`src/rtl/pack_probe_pkg.sv`:
```
// Shared definitions for the pack presence probe sequencer.
// Assumes: exactly three current enables, indexed as listed below.
package pack_probe_pkg;

    typedef enum logic [1:0] {
        PS_IDLE  = 2'd0,
        PS_TERM  = 2'd1,
        PS_DISCH = 2'd2,
        PS_WAKE  = 2'd3
    } probe_state_e;

    localparam int unsigned EN_COUNT = 3;
    localparam int unsigned EN_DIS   = 0;
    localparam int unsigned EN_WAKE  = 1;
    localparam int unsigned EN_TERM  = 2;

    // State in which enable bit idx is driven.
    function automatic probe_state_e en_state(input int unsigned idx);
        case (idx)
            EN_DIS:  return PS_DISCH;
            EN_WAKE: return PS_WAKE;
            default: return PS_TERM;
        endcase
    endfunction

endpackage

```
`src/rtl/phase_timer.sv`:
```
// Tick counter for one timed phase.
// Counts tick pulses from zero and raises done on the tick that completes
// len_m1+1 ticks, then restarts at zero. clear holds the count at zero.
// Assumes: len_m1 is stable during a phase.
module phase_timer #(
    parameter int unsigned CNT_W = 10
) (
    input  logic             clk,
    input  logic             rst_n,
    input  logic             clear,
    input  logic             tick,
    input  logic [CNT_W-1:0] len_m1,
    output logic             done
);

    logic [CNT_W-1:0] cnt_q;

    // Final tick of the phase.
    assign done = tick && !clear && (cnt_q == len_m1);

    // Tick counter with clear and wrap on completion.
    always_ff @(posedge clk) begin
        if (!rst_n || clear) begin
            cnt_q <= '0;
        end else if (tick) begin
            cnt_q <= done ? '0 : cnt_q + 1'b1;
        end
    end

endmodule

```
`src/rtl/probe_fsm.sv`:
```
// Sequencing and verdict logic for the pack presence probe.
// Moves between idle, termination discharge, probe discharge and wake.
// Comparator flags are read only when phase_done marks a phase's final tick.
// Assumes: phase_done comes from a timer cleared in idle.
module probe_fsm
    import pack_probe_pkg::*;
(
    input  logic         clk,
    input  logic         rst_n,
    input  logic         abort,
    input  logic         start_probe,
    input  logic         term_event,
    input  logic         below_short,
    input  logic         above_rchg,
    input  logic         phase_done,
    output probe_state_e state,
    output logic         start_charge,
    output logic         pack_absent
);

    probe_state_e state_d;
    logic         pulse_d;
    logic         absent_d;

    // Next state and verdict outputs.
    always_comb begin
        state_d  = state;
        pulse_d  = 1'b0;
        absent_d = pack_absent;
        case (state)
            PS_IDLE: begin
                if (term_event) begin
                    state_d = PS_TERM;
                end else if (start_probe) begin
                    state_d = PS_DISCH;
                end
            end
            PS_TERM: begin
                if (phase_done) begin
                    state_d = above_rchg ? PS_IDLE : PS_DISCH;
                end
            end
            PS_DISCH: begin
                if (phase_done) begin
                    if (below_short) begin
                        state_d = PS_WAKE;
                    end else begin
                        state_d  = PS_IDLE;
                        pulse_d  = 1'b1;
                        absent_d = 1'b0;
                    end
                end
            end
            PS_WAKE: begin
                if (phase_done) begin
                    if (above_rchg) begin
                        state_d  = PS_DISCH;
                        absent_d = 1'b1;
                    end else begin
                        state_d  = PS_IDLE;
                        pulse_d  = 1'b1;
                        absent_d = 1'b0;
                    end
                end
            end
            default: state_d = PS_IDLE;
        endcase
        if (abort) begin
            state_d  = PS_IDLE;
            pulse_d  = 1'b0;
            absent_d = 1'b0;
        end
    end

    // State and verdict registers.
    always_ff @(posedge clk) begin
        if (!rst_n) begin
            state        <= PS_IDLE;
            start_charge <= 1'b0;
            pack_absent  <= 1'b0;
        end else begin
            state        <= state_d;
            start_charge <= pulse_d;
            pack_absent  <= absent_d;
        end
    end

endmodule

```
`src/rtl/enable_decode.sv`:
```
// Maps the sequencer state to the current enables, one bit per source.
// Each bit is high only in its own state, so at most one is high.
module enable_decode
    import pack_probe_pkg::*;
(
    input  probe_state_e         state,
    output logic [EN_COUNT-1:0]  en
);

    // One comparator per enable.
    for (genvar g = 0; g < EN_COUNT; g++) begin : g_en
        assign en[g] = (state == en_state(g));
    end

endmodule

```
`src/rtl/pack_probe_seq.sv`:
```
// Top of the pack presence probe sequencer.
// Runs a termination discharge (optional), then a discharge check and a wake
// check, and either flags an absent pack and repeats or requests a new charge.
// Assumes: tick_ms is a single-cycle pulse; all phase lengths are at least 1.
module pack_probe_seq
    import pack_probe_pkg::*;
#(
    parameter int unsigned TERM_MS  = 262,
    parameter int unsigned DISCH_MS = 1000,
    parameter int unsigned WAKE_MS  = 500
) (
    input  logic clk,
    input  logic rst_n,
    input  logic tick_ms,
    input  logic start_probe,
    input  logic term_event,
    input  logic abort,
    input  logic below_short,
    input  logic above_rchg,
    output logic dis_en,
    output logic wake_en,
    output logic term_dis_en,
    output logic pack_absent,
    output logic start_charge
);

    localparam int unsigned MAX_A  = (TERM_MS > DISCH_MS) ? TERM_MS : DISCH_MS;
    localparam int unsigned MAX_MS = (MAX_A > WAKE_MS) ? MAX_A : WAKE_MS;
    localparam int unsigned CNT_W  = (MAX_MS > 1) ? $clog2(MAX_MS) : 1;

    probe_state_e         state;
    logic                 phase_done;
    logic                 tmr_clear;
    logic [CNT_W-1:0]     len_m1;
    logic [EN_COUNT-1:0]  en;

    // Phase length for the current state.
    always_comb begin
        case (state)
            PS_TERM:  len_m1 = CNT_W'(TERM_MS - 1);
            PS_WAKE:  len_m1 = CNT_W'(WAKE_MS - 1);
            default:  len_m1 = CNT_W'(DISCH_MS - 1);
        endcase
    end

    assign tmr_clear = (state == PS_IDLE) || abort;

    phase_timer #(
        .CNT_W (CNT_W)
    ) u_timer (
        .clk    (clk),
        .rst_n  (rst_n),
        .clear  (tmr_clear),
        .tick   (tick_ms),
        .len_m1 (len_m1),
        .done   (phase_done)
    );

    probe_fsm u_fsm (
        .clk          (clk),
        .rst_n        (rst_n),
        .abort        (abort),
        .start_probe  (start_probe),
        .term_event   (term_event),
        .below_short  (below_short),
        .above_rchg   (above_rchg),
        .phase_done   (phase_done),
        .state        (state),
        .start_charge (start_charge),
        .pack_absent  (pack_absent)
    );

    enable_decode u_dec (
        .state (state),
        .en    (en)
    );

    assign dis_en      = en[EN_DIS];
    assign wake_en     = en[EN_WAKE];
    assign term_dis_en = en[EN_TERM];

endmodule

```
`config.mk`:
```
export PLATFORM = sky130hd
export DESIGN_NAME = pack_probe_seq
export DESIGN_NICKNAME = d
export VERILOG_FILES = /design/src/rtl/pack_probe_pkg.sv /design/src/rtl/phase_timer.sv /design/src/rtl/probe_fsm.sv /design/src/rtl/enable_decode.sv /design/src/rtl/pack_probe_seq.sv
export SDC_FILE = /design/constraint.sdc
export NUM_CORES = 1
export LEC_CHECK = 0
export BUFFER_PORTS_ARGS = -buffer_cell sky130_fd_sc_hd__buf_2
export CORE_UTILIZATION = 41
export DETAILED_ROUTE_END_ITERATION = 10
export HOLD_SLACK_MARGIN = 0.1
export PLACE_DENSITY = 0.63
export SLEW_MARGIN = 10
export SYNTH_ARGS = -nofsm -noshare
export SYNTH_HDL_FRONTEND = slang
export SYNTH_SLANG_ARGS = --single-unit
```
`constraint.sdc`:
```
create_clock -name clk -period 1.8 [get_ports clk]
set_input_delay 0 -clock clk [delete_from_list [all_inputs] [get_ports clk]]
set_output_delay 0 -clock clk [all_outputs]
set_load 0.03 [all_outputs]
```
==> impl_metrics.yaml <==
status:
  status: "completed"
logic_synthesis:
  yosysSeqAreaShare_pct: 35.50
  synth_top_area_share_pct: 35.50
  synth_cell_type_count: 34
  yosysWarnings: 0
  synth.net_count: 102
  async_flop_share_pct: 0
  synth_edf_count: 0
  synth.most_common_cell: "nor2_1"
  syn_area_um2: 789.5
  synth_flop_cell: "dfxtp_1"
  ys_seq_elements: 14
  synth_area_leaders: "dfxtp_1, nor2_1, xor2_1, a221oi_4, xnor2_1"
  syn_area_per_cell_um2: 8.489
  yosys.area.top_type: "dfxtp_1"
  yosys-top-cells-count: "nor2_1, dfxtp_1, xor2_1, nand2_1, nand3_1"
  synth_cells: 93
place:
  dpl_worst_slack_ps: 112.2
  place_inst: 131
  hpwlAfterDp_mm: 1.164
  gp_congestion: 0.7436
  io_buffers: 12
  place_area_um2: 890.9
critical_path:
  crit_fanout: 5
  critPathSlowestCell: "dfxtp_1"
  cp_data_arrival_time_ps: 1780
  slowest_delay_ps: 410
  crit_buf_inv: 1
  cp_data_required_time_ps: 1960
  worst_path_dominant_cell_family: "flip-flops"
  crit_chain: "and3_1 > nand3_1 > a221oi_4 > buf_4 > mux2i_1 > a21oi_1"
  worstSetupPathType: "register to register"
  startpoint_type: "register"
  critPathCaptureType: "register"
floorplan:
  initial_core_util_pct: 44.75
  die_area_um2: 2105
  core-area_um2: 1764
  die_x_um: 45.88
  rows: 15
  die_h_um: 45.88
  io_pins: 13
grt:
  overflow: 0
  track_usage_pct: 17.92
  antenna_found_initial: 0
  grt_pass1_vias: 579
  grt_pass1_wl_mm: 2.642
  grt_max_degree: 13
finish:
  layout.cells.non_filler: 139
  stdcell_area_um2: 977.2
  area_growth_syn_to_layout_pct: 23.77
  layout.nets: 124
  antenna_cells: 0
  post_route_cells_drive_above_1_share_pct: 22.81
power:
  combPwrFrac_pct: 11.6
  power.density_nw_per_um2: 627.9
  internal_power_w: 0.0004691
  power.switching_w: 0.0001444
  vdd_drop_max_v: 0.0003781
  power_leakage_nw: 0.3948
  swShare_pct: 23.54
  p_total_w: 0.0006136
  p_clk_share_pct: 36.8
  seq_power_share_pct: 51.6
sta:
  period_minus_slack_ps: 1619
  hold_viol: 0
  tns_ps: 0
  setup_ws_ps: 180.6
  slew_violations: 0
  fmax_mhz: 617.5
  rsz0062_at_grt: "false"
  finalClockSkew_ps: 3.372
  fin_crit_sh_pct: 89.97
  relSlewSlack_pct: 76.91
  worst_pin_slew_ps: 344.3
  setup_viol: 0
run:
  cap_violations: 0
clock_tree:
  cts_sinks: 14
  cts_setup_buffers: 0
  clk_latency_ps: 280
  cts_max_path_buffers: 2
  cts_root_buffer: "clkbuf_4"
  cts_tree: "built"
  cts_buffers: 3
  clkTransAtPathRegs_ps: 90
  htreeDepth: 1
detailed_routing:
  dr.pass1.iters: 4
  drt-initial-drc-count: 12
  drt_wl_total_mm: 1.589
  vias: 706
  ant_nets: 0
  wl_per_cell_um: 11.43
  vias_per_cell: 5.079
  drcViolationCount: 0
hold_path:
  min_path_type: "primary input to register"
## kinds of logic (layout without fill, tap and decap cells)
group / after synthesis / count (layout) / synth area share [%]
buffers and inverters: 5 / 26 / 3.486
XOR/XNOR: 9 / 9 / 9.985
AND/OR/NAND/NOR: 51 / 51 / 35.34
multiplexers: 2 / 2 / 2.536
flip-flops: 14 / 14 / 35.50
AO/OA/AOI/OAI: 11 / 11 / 11.57
adder cells (fa/ha/maj): 1 / 1 / 1.585
## worst paths after layout
check / slack, ps / endpoint / from / cells past startpoint
max: 180 / u_fsm.state[1] / u_timer.cnt_q[6] / 6
max reg2reg: 180 / u_fsm.state[1] / u_timer.cnt_q[6] / 6
min reg2reg: 540 / u_fsm.pack_absent / u_fsm.pack_absent / 3
min: 120 / u_fsm.state[1] / rst_n / 3
## stage by stage
| step | hold WS [ps] | util, % |
|---|---|---|
| after floorplan | 97.32 | - |
| after global placement | 245.7 | 50.50 |
| after detailed placement | 248.6 | 50.50 |
| after CTS | 105.3 | 54.82 |
| after global routing | 118.6 | 55.39 |
| final | 120.3 | 55.39 |
## repair_timing
item / in CTS / in global routing
hold buffers: 4 / 0
hold endpoints to repair: 5 / 0
resized for setup: 0 / 2
setup endpoints to repair: 0 / 10
## flip-flops by register name (all words and copies together) (netlist names)
register / cells
u_fsm.pack_absent: 1
u_fsm.state: 2
u_fsm.start_charge: 1
u_timer.cnt_q: 10
## final cells by class
| class | instances | area (µm²) |
|---|---|---|
| Fill cell | 187 | 787.0 |
| Multi-Input combinational cell | 74 | 491.7 |
| Sequential cell | 14 | 280.3 |
| Timing Repair Buffer | 20 | 130.1 |
| Clock buffer | 4 | 36.28 |
| Tap cell | 25 | 31.28 |
| Inverter | 2 | 7.507 |
## cell usage in the layout, fill, tap and decap left out, types with 2 or more instances in the layout
master and n:
a211oi_1 2, and3_1 4, nand3_1 5, xnor2_1 3, nand4b_1 2, o21ai_0 2, nor2b_1 3, nand2_1 5
inv_1 2, xor2_1 6, buf_4 4, nand4_1 2, clkbuf_4 3, a21oi_1 3, nor3b_1 2, nor2_1 15
dlygate4sd3_1 4, mux2i_1 2, nand2b_1 2, nor3_1 2, dfxtp_1 14, buf_2 12
## routing by layer
metal | vias up | share of wire (%) | routed length, µm | track usage, %
met4 | 0 | 0.69 | 11 | 7.059
met2 | 13 | 45 | 713 | 23.66
met3 | 2 | 3.7 | 58 | 5.952
li1 | 368 | - | - | -
met1 | 323 | 51 | 805 | 26.20
met5 | - | 0 | 0 | 0
## worst min-delay path, stage by stage
cell	delay (ps)
buf_2	100
nand2b_1	190
a21oi_1	60
## power groups by stage
stage,sequential [W],clock (W),combinational [W]
after detailed placement,0.000324,0,0.0000620
after floorplan,0.000323,0,0.0000421
final,0.000317,0.000226,0.0000709
after global placement,0.000324,0,0.0000618
after CTS,0.000317,0.000228,0.0000690
after global routing,0.000318,0.000250,0.0000783
No activity file was read; power rests on OpenSTA's default activity.
